<file path="config.mk">
export PLATFORM = sky130hd
export DESIGN_NAME = lru4_repl_ctrl
export DESIGN_NICKNAME = d
export VERILOG_FILES = /design/src/rtl/lru4_pkg.sv /design/src/rtl/lru4_update.sv /design/src/rtl/lru4_victim_dec.sv /design/src/rtl/lru4_set_array.sv /design/src/rtl/lru4_repl_ctrl.sv
export SDC_FILE = /design/constraint.sdc
export NUM_CORES = 1
export LEC_CHECK = 0
export BUFFER_PORTS_ARGS = -buffer_cell sky130_fd_sc_hd__buf_4
export CAP_MARGIN = 15
export CORE_ASPECT_RATIO = 0.6
export CORE_MARGIN = 8
export CORE_UTILIZATION = 63
export DETAILED_ROUTE_END_ITERATION = 8
export MAX_ROUTING_LAYER = met4
export PLACE_DENSITY = 0.81
export SLEW_MARGIN = 25
export SYNTH_ARGS = -nofsm -noshare
export SYNTH_HDL_FRONTEND = slang
export SYNTH_HIERARCHICAL = 1
export SYNTH_SLANG_ARGS = --single-unit
</file>
<file path="constraint.sdc">
create_clock -name clk -period 3.9 [get_ports clk]
set_input_delay 0.39 -clock clk [delete_from_list [all_inputs] [get_ports clk]]
set_output_delay 0.39 -clock clk [all_outputs]
set_load 0.05 [all_outputs]
</file>
<file path="src/rtl/lru4_pkg.sv">
package lru4_pkg;
   localparam int WAY_N  = 4;
   localparam int PAIR_N = 6;

   typedef logic [PAIR_N-1:0] age_vec_t;
   typedef logic [1:0]        way_t;

   // lower-numbered way of the pair held in bit k
   function automatic int pair_lo(int k);
      case (k)
         5, 4, 3: return 0;
         2, 1:    return 1;
         default: return 2;
      endcase
   endfunction

   // higher-numbered way of the pair held in bit k
   function automatic int pair_hi(int k);
      case (k)
         5:       return 1;
         4, 2:    return 2;
         default: return 3;
      endcase
   endfunction

   // true when every pair bit involving w says w is newer
   function automatic logic is_newest(age_vec_t v, way_t w);
      for (int k = 0; k < PAIR_N; k++) begin
         if (pair_lo(k) == int'(w) && v[k])  return 1'b0;
         if (pair_hi(k) == int'(w) && !v[k]) return 1'b0;
      end
      return 1'b1;
   endfunction

   // true when every pair bit involving w says w is older
   function automatic logic is_oldest(age_vec_t v, way_t w);
      for (int k = 0; k < PAIR_N; k++) begin
         if (pair_lo(k) == int'(w) && !v[k]) return 1'b0;
         if (pair_hi(k) == int'(w) && v[k])  return 1'b0;
      end
      return 1'b1;
   endfunction

   // consistency by the absence of cyclic triangles
   function automatic logic is_consistent(age_vec_t v);
      logic c012, c013, c023, c123;
      c012 = (v[5] & v[2] & ~v[4]) | (~v[5] & ~v[2] & v[4]);
      c013 = (v[5] & v[1] & ~v[3]) | (~v[5] & ~v[1] & v[3]);
      c023 = (v[4] & v[0] & ~v[3]) | (~v[4] & ~v[0] & v[3]);
      c123 = (v[2] & v[0] & ~v[1]) | (~v[2] & ~v[0] & v[1]);
      return !(c012 | c013 | c023 | c123);
   endfunction
endpackage

</file>
<file path="src/rtl/lru4_update.sv">
module lru4_update
   import lru4_pkg::*;
(
   input  age_vec_t cur_vec,
   input  way_t     hit_way,
   output age_vec_t nxt_vec
);
   for (genvar k = 0; k < PAIR_N; k++) begin : g_pair
      localparam int LO = pair_lo(k);
      localparam int HI = pair_hi(k);
      // touched lower way -> it is no longer older; touched upper way -> lower is older
      assign nxt_vec[k] = (hit_way == way_t'(LO)) ? 1'b0 :
                          (hit_way == way_t'(HI)) ? 1'b1 : cur_vec[k];
   end
endmodule

</file>
<file path="src/rtl/lru4_victim_dec.sv">
module lru4_victim_dec
   import lru4_pkg::*;
(
   input  age_vec_t vec,
   output way_t     victim,
   output logic     illegal
);
   logic [WAY_N-1:0][1:0] wins;

   function automatic logic [1:0] win_count(age_vec_t v, int w);
      logic [1:0] n;
      n = '0;
      for (int k = 0; k < PAIR_N; k++) begin
         if (pair_lo(k) == w) n = n + {1'b0, v[k]};
         if (pair_hi(k) == w) n = n + {1'b0, ~v[k]};
      end
      return n;
   endfunction

   for (genvar w = 0; w < WAY_N; w++) begin : g_way
      assign wins[w] = win_count(vec, w);
   end

   always_comb begin
      logic [WAY_N-1:0] rank_seen;
      logic             dup;
      rank_seen = '0;
      dup       = 1'b0;
      victim    = '0;
      for (int w = 0; w < WAY_N; w++) begin
         if (rank_seen[wins[w]]) dup = 1'b1;
         rank_seen[wins[w]] = 1'b1;
      end
      illegal = dup;
      if (!dup) begin
         for (int w = 0; w < WAY_N; w++)
            if (wins[w] == 2'd3) victim = way_t'(w);
      end
   end
endmodule

</file>
<file path="src/rtl/lru4_set_array.sv">
module lru4_set_array
   import lru4_pkg::*;
#(
   parameter int NUM_SETS = 16
)(
   input  logic                      clk,
   input  logic                      por_n,
   input  logic     [NUM_SETS-1:0]   wr_en,
   input  age_vec_t [NUM_SETS-1:0]   wr_data,
   output age_vec_t [NUM_SETS-1:0]   q
);
   for (genvar s = 0; s < NUM_SETS; s++) begin : g_set
      age_vec_t r_q;
      always_ff @(posedge clk or negedge por_n) begin
         if (!por_n)        r_q <= '0;
         else if (wr_en[s]) r_q <= wr_data[s];
      end
      assign q[s] = r_q;
   end
endmodule

</file>
<file path="src/rtl/lru4_repl_ctrl.sv">
module lru4_repl_ctrl
   import lru4_pkg::*;
#(
   parameter  int NUM_SETS = 16,
   localparam int SET_W    = $clog2(NUM_SETS)
)(
   input  logic             clk,
   input  logic             por_n,
   input  logic             mrst_n,
   input  logic             stby,
   input  logic             acc_vld,
   input  logic [SET_W-1:0] acc_set,
   input  logic [1:0]       acc_way,
   input  logic             sw_we,
   input  logic [SET_W-1:0] sw_set,
   input  logic [5:0]       sw_wdata,
   input  logic [SET_W-1:0] rd_set,
   output logic [5:0]       rd_vec,
   output logic [1:0]       victim_way,
   output logic             victim_err
);
   if (NUM_SETS < 2 || (NUM_SETS & (NUM_SETS - 1)) != 0) begin : g_bad_sets
      $error("NUM_SETS must be a power of two of at least 2");
   end
   if (WAY_N != 4 || PAIR_N != 6) begin : g_bad_ways
      $error("pair encoding is defined for four ways only");
   end

   logic                    upd_open, acc_go, sw_go;
   age_vec_t [NUM_SETS-1:0] cur_q, nxt_d;
   logic     [NUM_SETS-1:0] wen;
   age_vec_t                acc_cur, acc_nxt;

   assign upd_open = mrst_n && !stby;
   assign acc_go   = acc_vld && upd_open;
   assign sw_go    = sw_we && upd_open;
   assign acc_cur  = cur_q[acc_set];

   lru4_update u_upd (
      .cur_vec (acc_cur),
      .hit_way (acc_way),
      .nxt_vec (acc_nxt)
   );

   for (genvar s = 0; s < NUM_SETS; s++) begin : g_sel
      logic sw_hit, hw_hit;
      assign sw_hit   = sw_go  && (sw_set  == SET_W'(s));
      assign hw_hit   = acc_go && (acc_set == SET_W'(s));
      assign wen[s]   = sw_hit | hw_hit;
      assign nxt_d[s] = sw_hit ? sw_wdata : acc_nxt;   // software has priority
   end

   lru4_set_array #(.NUM_SETS(NUM_SETS)) u_arr (
      .clk     (clk),
      .por_n   (por_n),
      .wr_en   (wen),
      .wr_data (nxt_d),
      .q       (cur_q)
   );

   assign rd_vec = cur_q[rd_set];

   lru4_victim_dec u_dec (
      .vec     (rd_vec),
      .victim  (victim_way),
      .illegal (victim_err)
   );

   // ---------------- assertions ----------------
   logic all_consistent;
   always_comb begin
      all_consistent = 1'b1;
      for (int s = 0; s < NUM_SETS; s++)
         if (!is_consistent(cur_q[s])) all_consistent = 1'b0;
   end

   assert_hold_R8: assert property (@(posedge clk) disable iff (!por_n)
      (!mrst_n || stby) |=> $stable(cur_q));

   assert_newest_R3: assert property (@(posedge clk) disable iff (!por_n)
      (acc_go && !(sw_go && sw_set == acc_set))
      |=> is_newest(cur_q[$past(acc_set)], $past(acc_way)));

   assert_sw_store_R5: assert property (@(posedge clk) disable iff (!por_n)
      sw_go |=> cur_q[$past(sw_set)] == $past(sw_wdata));

   assert_victim_oldest_R2: assert property (@(posedge clk) disable iff (!por_n)
      !victim_err |-> is_oldest(rd_vec, victim_way));

   assert_stay_legal_R9: assert property (@(posedge clk) disable iff (!por_n)
      (all_consistent && !sw_go) |=> all_consistent);
endmodule

</file>
==> results of run 1 <==
how the worst min path moves through the flow:
stage                                start                endpoint  slack, ns  cells past startpoint
floorplan                            por_n   u_arr/g_set[0].r_q[0]       0.09                      0
global route                         por_n   u_arr/g_set[8].r_q[4]       0.15                      1
global placement    u_arr/g_set[10].r_q[5]  u_arr/g_set[10].r_q[5]       0.51                      1
CTS                                  por_n   u_arr/g_set[9].r_q[4]       0.26                      1
finish                               por_n   u_arr/g_set[9].r_q[4]       0.07                      1
detailed placement   u_arr/g_set[7].r_q[0]   u_arr/g_set[7].r_q[0]       0.52                      1
final cells by class:
class	count	share of cell area (%)
multi-input cells	380	59.0
flip-flops and latches	96	29.3
repair buffers	53	5.21
well taps	165	2.52
clock inverters	3	0.519
clock buffers	12	3.01
inverters	9	0.412
kinds of logic after synthesis:
kind of cell	synth area share, %
flops	31.8
buf+inv	5.43
xor+xnor	0.464
simple gates	7.47
mux	48.5
compound gates	4.95
fa+ha+maj	1.34
routing by layer:
metal	track usage (%)	share of wire, %	routed length (µm)
met1	39.7	43	9030
met2	39.8	43	9160
met3	9.16	13	2690
met4	6.77	1.4	306
met5	-	0	0
per-stage QoR:
stage               worst slack, ns  instances  power [mW]
floorplan                    0.0412        535        2.59
global route                0.00512        718        4.12
finish                        0.113        718        3.97
detailed placement           0.0659        703        3.01
CTS                          0.0379        718        3.92
global placement              0.145        703        2.94
worst max-delay path, delay by kind of cell, from the launching register on:
family | cells | cell delay (ns)
compound gates | 3 | 0.69
buf+inv | 3 | 0.51
mux | 1 | 0.50
fa+ha+maj | 1 | 0.44
flops | 1 | 0.40
simple gates | 2 | 0.28
xor+xnor | 1 | 0.22
cell usage after synthesis (2+ instances only):
master	count
fa_1	4
xnor2_1	2
nor4_4	2
xor2_1	2
a22oi_1	25
mux4_1	14
mux4_2	34
buf_1	2
nand2b_1	7
nand4_2	2
mux2_4	96
nor2b_1	9
clkbuf_1	15
and2_1	2
nand3_2	6
mux2_2	96
buf_4	4
o21bai_1	8
nand2_1	20
inv_1	8
nor3_1	2
buf_6	22
and2b_1	2
nor3_2	2
or3b_2	2
dfrtp_1	96
o21ai_0	11
buf_2	7
nor2_1	7
nor3_4	4
where the power goes:
part / total, mW / switching, mW / internal [mW]
Sequential: 1.36 / 0.181 / 1.18
Combinational: 1.71 / 0.846 / 0.862
Clock: 0.897 / 0.386 / 0.511
==> impl_metrics.json, run 1 <==
{
  "clockBufferDepth": 2,
  "min_path_type": "in2async",
  "tns_ns": 0,
  "start_util_pct": 63.7,
  "synth_cell_types": 52,
  "hold_viol_final": 0,
  "r2r_setup_slack_ns": 1.23,
  "wl_per_cell_um": 29.5,
  "cts_made_buffers": 9,
  "largest-register": "u_arr/g_set.r_q",
  "grt_max_degree": 79,
  "ctsRootBufferMaster": "clkbuf_16",
  "mappedNetlistArea_um2": 7550,
  "synthToLayoutAreaGrowth_pct": 8.46,
  "gp_congestion": 0.970,
  "yosysTopAreaCell": "dfrtp_1",
  "r2r_start": "u_arr/g_set[1].r_q[3]",
  "post_cts_resized": 0,
  "ir_drop_uv": 252,
  "synth_ff_type": "dfrtp_1",
  "worst_slew_pin_slew_ns": 1.06,
  "gr-total-overflow": 0,
  "grt_first_pass_wirelength_um": 32700,
  "timing.final.crit_period_ns": 3.79,
  "reg2reg_to": "u_arr/g_set[5].r_q[3]",
  "endpoint": "victim_way[1]",
  "drcViolationCount": 0,
  "clk_latency_ns": 0.35,
  "wl_um": 21200,
  "cts_tree": "done",
  "startpoint": "u_arr/g_set[11].r_q[3]",
  "dr.first_iter.drc_count": 687,
  "rows": 31,
  "die_w_um": 157,
  "crit_chain": "mux4_2, a22oi_2, nand2_2, inv_1, fa_1, xor2_1, a32oi_1, o211ai_1, buf_4, nor3_4, buf_4",
  "path_clk_slew_ns": 0.07,
  "ant_nets": 0,
  "portBuffers": 34,
  "syn_nets": 565,
  "path_class": "reg2out",
  "crit_path_start_kind": "register",
  "ys_ff_latch": 96,
  "critical_path_required_ns": 3.51,
  "layout.area.seq_um2": 2400,
  "fillCellCount": 824,
  "end_kind": "output port",
  "postPlaceCellArea_um2": 7850,
  "grt_antenna_before_repair": 0,
  "vias": 5104,
  "first_global_vias": 5273,
  "slew_headroom_pct": 29.5,
  "multi_input_area_um2": 4840,
  "drive_above_1_share_pct": 61.7,
  "period_share_pct": 97.1,
  "final_cell_mix": "mux2_2, mux2_4, dfrtp_1, buf_4, mux4_2",
  "first_pass_iters": 6,
  "slowest_delay_ns": 0.50,
  "io_pins": 35,
  "vias_per_cell": 7.11,
  "synthTopCellsByArea": "dfrtp_1, mux2_4, mux2_2",
  "ctsHoldBuffers": 0,
  "final_area_um2": 8190,
  "largest_reg_flops": 96,
  "skew_ns": 0.00740,
  "synthArstFlopShare_pct": 100,
  "post_cts_buffers": 0,
  "p_leak_nw": 3.60,
  "yosys_warnings": 6,
  "die_h_um": 101,
  "cpMaxStageDelayCell": "mux4_2",
  "synth-edff-count": 0,
  "core_area_um2": 11900,
  "cp_data_arrival_time_ns": 3.40,
  "netlist_instances": 535,
  "diodes": 0,
  "whs_ns": 0.0672,
  "clock-sinks": 96,
  "drv_slew": 0,
  "dieArea_um2": 15900,
  "fin_util_pct": 69.0,
  "grt_use_total_pct": 28.6,
  "hpwl_um": 14600,
  "synth_seq_area_share_pct": 31.8,
  "power_density_nw_per_um2": 484,
  "htreeDepth": 3,
  "synth_area_per_cell_um2": 14.1,
  "top_regs": "u_arr/g_set.r_q (96)",
  "rsz0062_at_grt": "no",
  "timing.fmax_mhz": 264,
  "status": "finished clean",
  "nets": 579,
  "setup_violations": 0,
  "reg2regPathDepth": 6,
  "drv_cap": 0,
  "netlist.area_leader.share_pct": 31.8,
  "crit_top_cell": "buf_4",
  "critPathMaxFanout": 3
}
No activity file was read; power rests on OpenSTA's default activity.
==> inputs of run 2 (changes only) <==
- CORE_ASPECT_RATIO: 0.6 -> 0.5
==> impl_metrics.json, run 2 (synthesis results as in run 1) <==
{
  "postPlaceCellArea_um2": 7860,
  "ctsHoldBuffers": 0,
  "slowest_delay_ns": 0.61,
  "drive_above_1_share_pct": 62.3,
  "p_seq_share_pct": 33.0,
  "cpMaxStageDelayCell": "fa_2",
  "hpwl_um": 13700,
  "placed_cells": 707,
  "first_pass_iters": 5,
  "drv_cap": 0,
  "final_area_um2": 8280,
  "power_density_nw_per_um2": 497,
  "p_sw_mw": 1.45,
  "cp_data_arrival_time_ns": 3.50,
  "vias_per_cell": 7.11,
  "crit_chain": "mux4_2, a22oi_2, nand2_2, fa_2, buf_4, nor2_1, nor4_2, o22ai_2, buf_4, nor3_4, buf_6",
  "grt_use_total_pct": 26.6,
  "clk_latency_ns": 0.35,
  "wl_per_cell_um": 27.9,
  "p_comb_share_pct": 43.6,
  "crit_path_start_kind": "register",
  "netSwitchingFraction_pct": 35.2,
  "htreeDepth": 3,
  "nets": 587,
  "path_class": "reg2out",
  "critPathMaxFanout": 4,
  "largest_reg_flops": 96,
  "worst_slew_pin_slew_ns": 1.08,
  "ant_nets": 0,
  "crit_top_cell": "buf_4",
  "grt_antenna_before_repair": 0,
  "vias": 5172,
  "die_w_um": 171,
  "intPower_mw": 2.67,
  "rows": 28,
  "end_kind": "output port",
  "ctsRootBufferMaster": "clkbuf_16",
  "cts_tree": "done",
  "clock-sinks": 96,
  "slew_headroom_pct": 27.1,
  "drv_slew": 0,
  "ir_drop_uv": 551,
  "grt_first_pass_wirelength_um": 31400,
  "timing.fmax_mhz": 257,
  "first_global_vias": 5340,
  "critical_path_required_ns": 3.51,
  "core_area_um2": 11800,
  "wl_um": 20300,
  "timing.final.crit_period_ns": 3.89,
  "instances_no_fill": 727,
  "synthToLayoutAreaGrowth_pct": 9.57,
  "io_pins": 35,
  "largest-register": "u_arr/g_set.r_q",
  "hold_viol_final": 0,
  "diodes": 0,
  "final_cell_mix": "mux2_2, mux2_4, dfrtp_1, buf_4, mux4_2",
  "gr-total-overflow": 0,
  "gp_congestion": 0.910,
  "skew_ns": 0.00788,
  "clock_power_share_pct": 23.4,
  "die_h_um": 93.4,
  "grt_max_degree": 73,
  "dieArea_um2": 16000,
  "cts_made_buffers": 9,
  "min_path_type": "in2async",
  "start_util_pct": 64.2,
  "path_clk_slew_ns": 0.07,
  "status": "finished clean",
  "portBuffers": 34,
  "setup_violations": 0,
  "drcViolationCount": 0,
  "period_share_pct": 99.7,
  "dr.first_iter.drc_count": 579,
  "p_leak_nw": 3.64,
  "clockBufferDepth": 2,
  "top_regs": "u_arr/g_set.r_q (96)"
}
-- run 2: worst paths after layout --
path,endpoint,depth (start not counted),start,slack [ns]
setup / recovery,victim_way[0],11,u_arr/g_set[1].r_q[5],0.01
hold / removal,u_arr/g_set[7].r_q[5],1,por_n,0.05
setup reg to reg,u_arr/g_set[5].r_q[3],6,u_arr/g_set[1].r_q[3],1.10
hold reg to reg,u_arr/g_set[0].r_q[4],1,u_arr/g_set[0].r_q[4],0.54
max in group asynchronous,u_arr/g_set[15].r_q[4],2,por_n,3.04
min in group clk,u_arr/g_set[0].r_q[4],1,u_arr/g_set[0].r_q[4],0.54
-- run 2: layout make-up --
cell class / count / area [µm²]
multi-input cells: 380 / 4830
fillers: 806 / 3490
flip-flops and latches: 96 / 2400
repair buffers: 61 / 482
clock buffers: 9 / 225
well taps: 165 / 206
clock inverters: 7 / 95.1
inverters: 9 / 33.8
-- run 2: metrics by stage --
| stage | hold slack, ns | power [mW] | util [%] | setup slack, ns | setup TNS (ns) |
|---|---|---|---|---|---|
| final | 0.0478 | 4.11 | 70.3 | 0.0132 | 0 |
| after global routing | 0.116 | 4.27 | 70.3 | -0.0781 | -0.107 |
| after CTS | 0.212 | 4.00 | 69.7 | 0.0597 | 0 |
| after detailed placement | 0.516 | 3.01 | 66.8 | -0.0562 | -0.0562 |
| after global placement | 0.505 | 2.94 | 66.8 | 0.0359 | 0 |
| after floorplan | 0.0944 | 2.59 | - | 0.0412 | 0 |
-- run 2: worst max-delay path: cells and delay by family, from the launching register on --
family | cells | cell delay (ns)
simple gates | 4 | 0.70
buf+inv | 3 | 0.50
mux | 1 | 0.48
compound gates | 2 | 0.45
fa+ha+maj | 1 | 0.61
flops | 1 | 0.42
-- run 2: timing repair --
action | in CTS | in global routing
cloned | 0 | 0
endpoints found under the setup margin | 1 | 3
buffers inserted | 1 | 3
resized for setup | 3 | 11
pin swaps | 1 | 6
-- run 2: routing by layer --
layer	vias to the layer above	global-route usage, %	share of wire, %
li1	2086	-	-
met1	2660	34.4	41
met2	347	40.5	46
met3	79	6.89	9.4
met4	0	9.27	3.4
met5	-	-	0
-- run 2: power groups by stage --
stage,clock network (mW),logic [mW],registers [mW]
after floorplan,0,1.30,1.29
after global placement,0,1.59,1.35
after detailed placement,0,1.65,1.36
after CTS,0.966,1.69,1.35
after global routing,1.01,1.89,1.38
final,0.963,1.79,1.36
==> inputs of run 3 (changes only) <==
- PLACE_DENSITY: 0.81 -> default
- PLACE_DENSITY_LB_ADDON: default -> 0.25
==> impl_metrics.json, run 3 (synthesis results as in run 1) <==
{
  "die_w_um": 171,
  "grt_first_pass_wirelength_um": 30600,
  "nets": 581,
  "p_leak_nw": 3.60,
  "post_cts_buffers": 0,
  "critPathMaxFanout": 6,
  "path_class": "reg2out",
  "portBuffers": 34,
  "htreeDepth": 3,
  "largest-register": "u_arr/g_set.r_q",
  "ctsRootBufferMaster": "clkbuf_16",
  "timing.final.crit_period_ns": 3.79,
  "clk_latency_ns": 0.36,
  "power_density_nw_per_um2": 485,
  "grt_use_total_pct": 26.3,
  "vias_per_cell": 6.92,
  "ant_nets": 0,
  "clockBufferDepth": 2,
  "cts_made_buffers": 9,
  "grt_antenna_before_repair": 0,
  "dieArea_um2": 16000,
  "top_regs": "u_arr/g_set.r_q (96)",
  "core_area_um2": 11800,
  "ir_drop_uv": 647,
  "vias": 4985,
  "synthToLayoutAreaGrowth_pct": 8.56,
  "skew_ns": 0.0169,
  "final_cell_mix": "mux2_2, mux2_4, dfrtp_1, buf_4, mux4_2",
  "gr-total-overflow": 0,
  "hold_viol_final": 0,
  "final_area_um2": 8200,
  "worst_slew_pin_slew_ns": 1.02,
  "crit_path_start_kind": "register",
  "largest_reg_flops": 96,
  "reg2regPathDepth": 6,
  "rows": 28,
  "whs_ns": 0.0846,
  "grt_max_degree": 56,
  "drive_above_1_share_pct": 61.3,
  "power.total_mw": 3.98,
  "slew_headroom_pct": 31.7,
  "fin_util_pct": 69.7,
  "reg2reg_to": "u_arr/g_set[3].r_q[3]",
  "postPlaceCellArea_um2": 7860,
  "io_pins": 35,
  "drv_cap": 0,
  "wl_per_cell_um": 27.6,
  "dr.first_iter.drc_count": 399,
  "period_share_pct": 97.3,
  "start_util_pct": 64.2,
  "hpwl_um": 13600,
  "die_h_um": 93.4,
  "drcViolationCount": 0,
  "gp_congestion": 0.940,
  "status": "finished clean",
  "first_global_vias": 5198,
  "path_clk_slew_ns": 0.08,
  "cp_data_arrival_time_ns": 3.40,
  "min_path_type": "in2async",
  "drv_slew": 0,
  "fin_ws_ns": 0.107,
  "r2r_setup_slack_ns": 1.12,
  "place_ws_ns": -0.0215,
  "diodes": 0,
  "wl_um": 19800,
  "timing.fmax_mhz": 264,
  "end_kind": "output port",
  "r2r_start": "u_arr/g_set[9].r_q[3]",
  "critical_path_required_ns": 3.51,
  "clock-sinks": 96,
  "first_pass_iters": 4,
  "cts_tree": "done",
  "setup_violations": 0
}
## run 3: cell count changes in the layout (fill, tap and decap cells not counted), sizes merged
cell,change
buf,-6
bufinv,-1
clkinv,-1
inv,+1
## run 3: final cells by class
type | count | area (µm²)
multi-input combinational | 380 | 4820
fill | 823 | 3570
sequential | 96 | 2400
timing repair buffer | 55 | 449
clock buffer | 9 | 225
tap | 165 | 206
clock inverter | 6 | 68.8
inverter | 9 | 33.8
## run 3: how the worst max path moves through the flow
stage	start	cells past startpoint	slack (ns)	to
4_1_cts	rd_set[0]	13	0.03	victim_way[0]
3_5_place_dp	rd_set[0]	10	-0.02	victim_err
6_report	u_arr/g_set[3].r_q[5]	10	0.11	victim_way[1]
2_1_floorplan	rd_set[0]	12	0.04	victim_way[0]
3_3_place_gp	rd_set[0]	12	0.07	victim_err
5_1_grt	u_arr/g_set[3].r_q[5]	10	-0.02	victim_way[1]
## run 3: timing repair
action | in CTS | in global routing
hold buffers | 0 | 0
pin swaps | 0 | 1
endpoints found under the setup margin | 3 | 3
resized for setup | 3 | 9
## run 3: stage by stage
step                      setup TNS [ns]  cells
after floorplan                        0    535
after global placement                 0    705
after detailed placement         -0.0215    705
after CTS                              0    720
after global routing             -0.0174    720
final                                  0    720
## run 3: worst max-delay path, stage by stage, from the launching register on
cell and delay [ns]:
dfrtp_1 0.41, mux4_2 0.50, a22oi_2 0.31, nand2_2 0.15, fa_2 0.63, and2b_1 0.21
o41ai_2 0.21, o211ai_1 0.16, buf_4 0.17, nor3_4 0.12, buf_6 0.18
## run 3: report_power, final
| part | internal (mW) | total (mW) | switching [mW] |
|---|---|---|---|
| registers | 1.18 | 1.35 | 0.167 |
| clock network | 0.499 | 0.909 | 0.410 |
| logic | 0.882 | 1.72 | 0.836 |
## run 3: metal layers
| metal | wire [µm] | GRT usage (%) | vias to the layer above |
|---|---|---|---|
| met3 | 1640 | 7.82 | 46 |
| li1 | - | - | 2086 |
| met5 | 0 | - | - |
| met1 | 8550 | 33.4 | 2610 |
| met2 | 9200 | 40.6 | 243 |
| met4 | 450 | 7.48 | 0 |
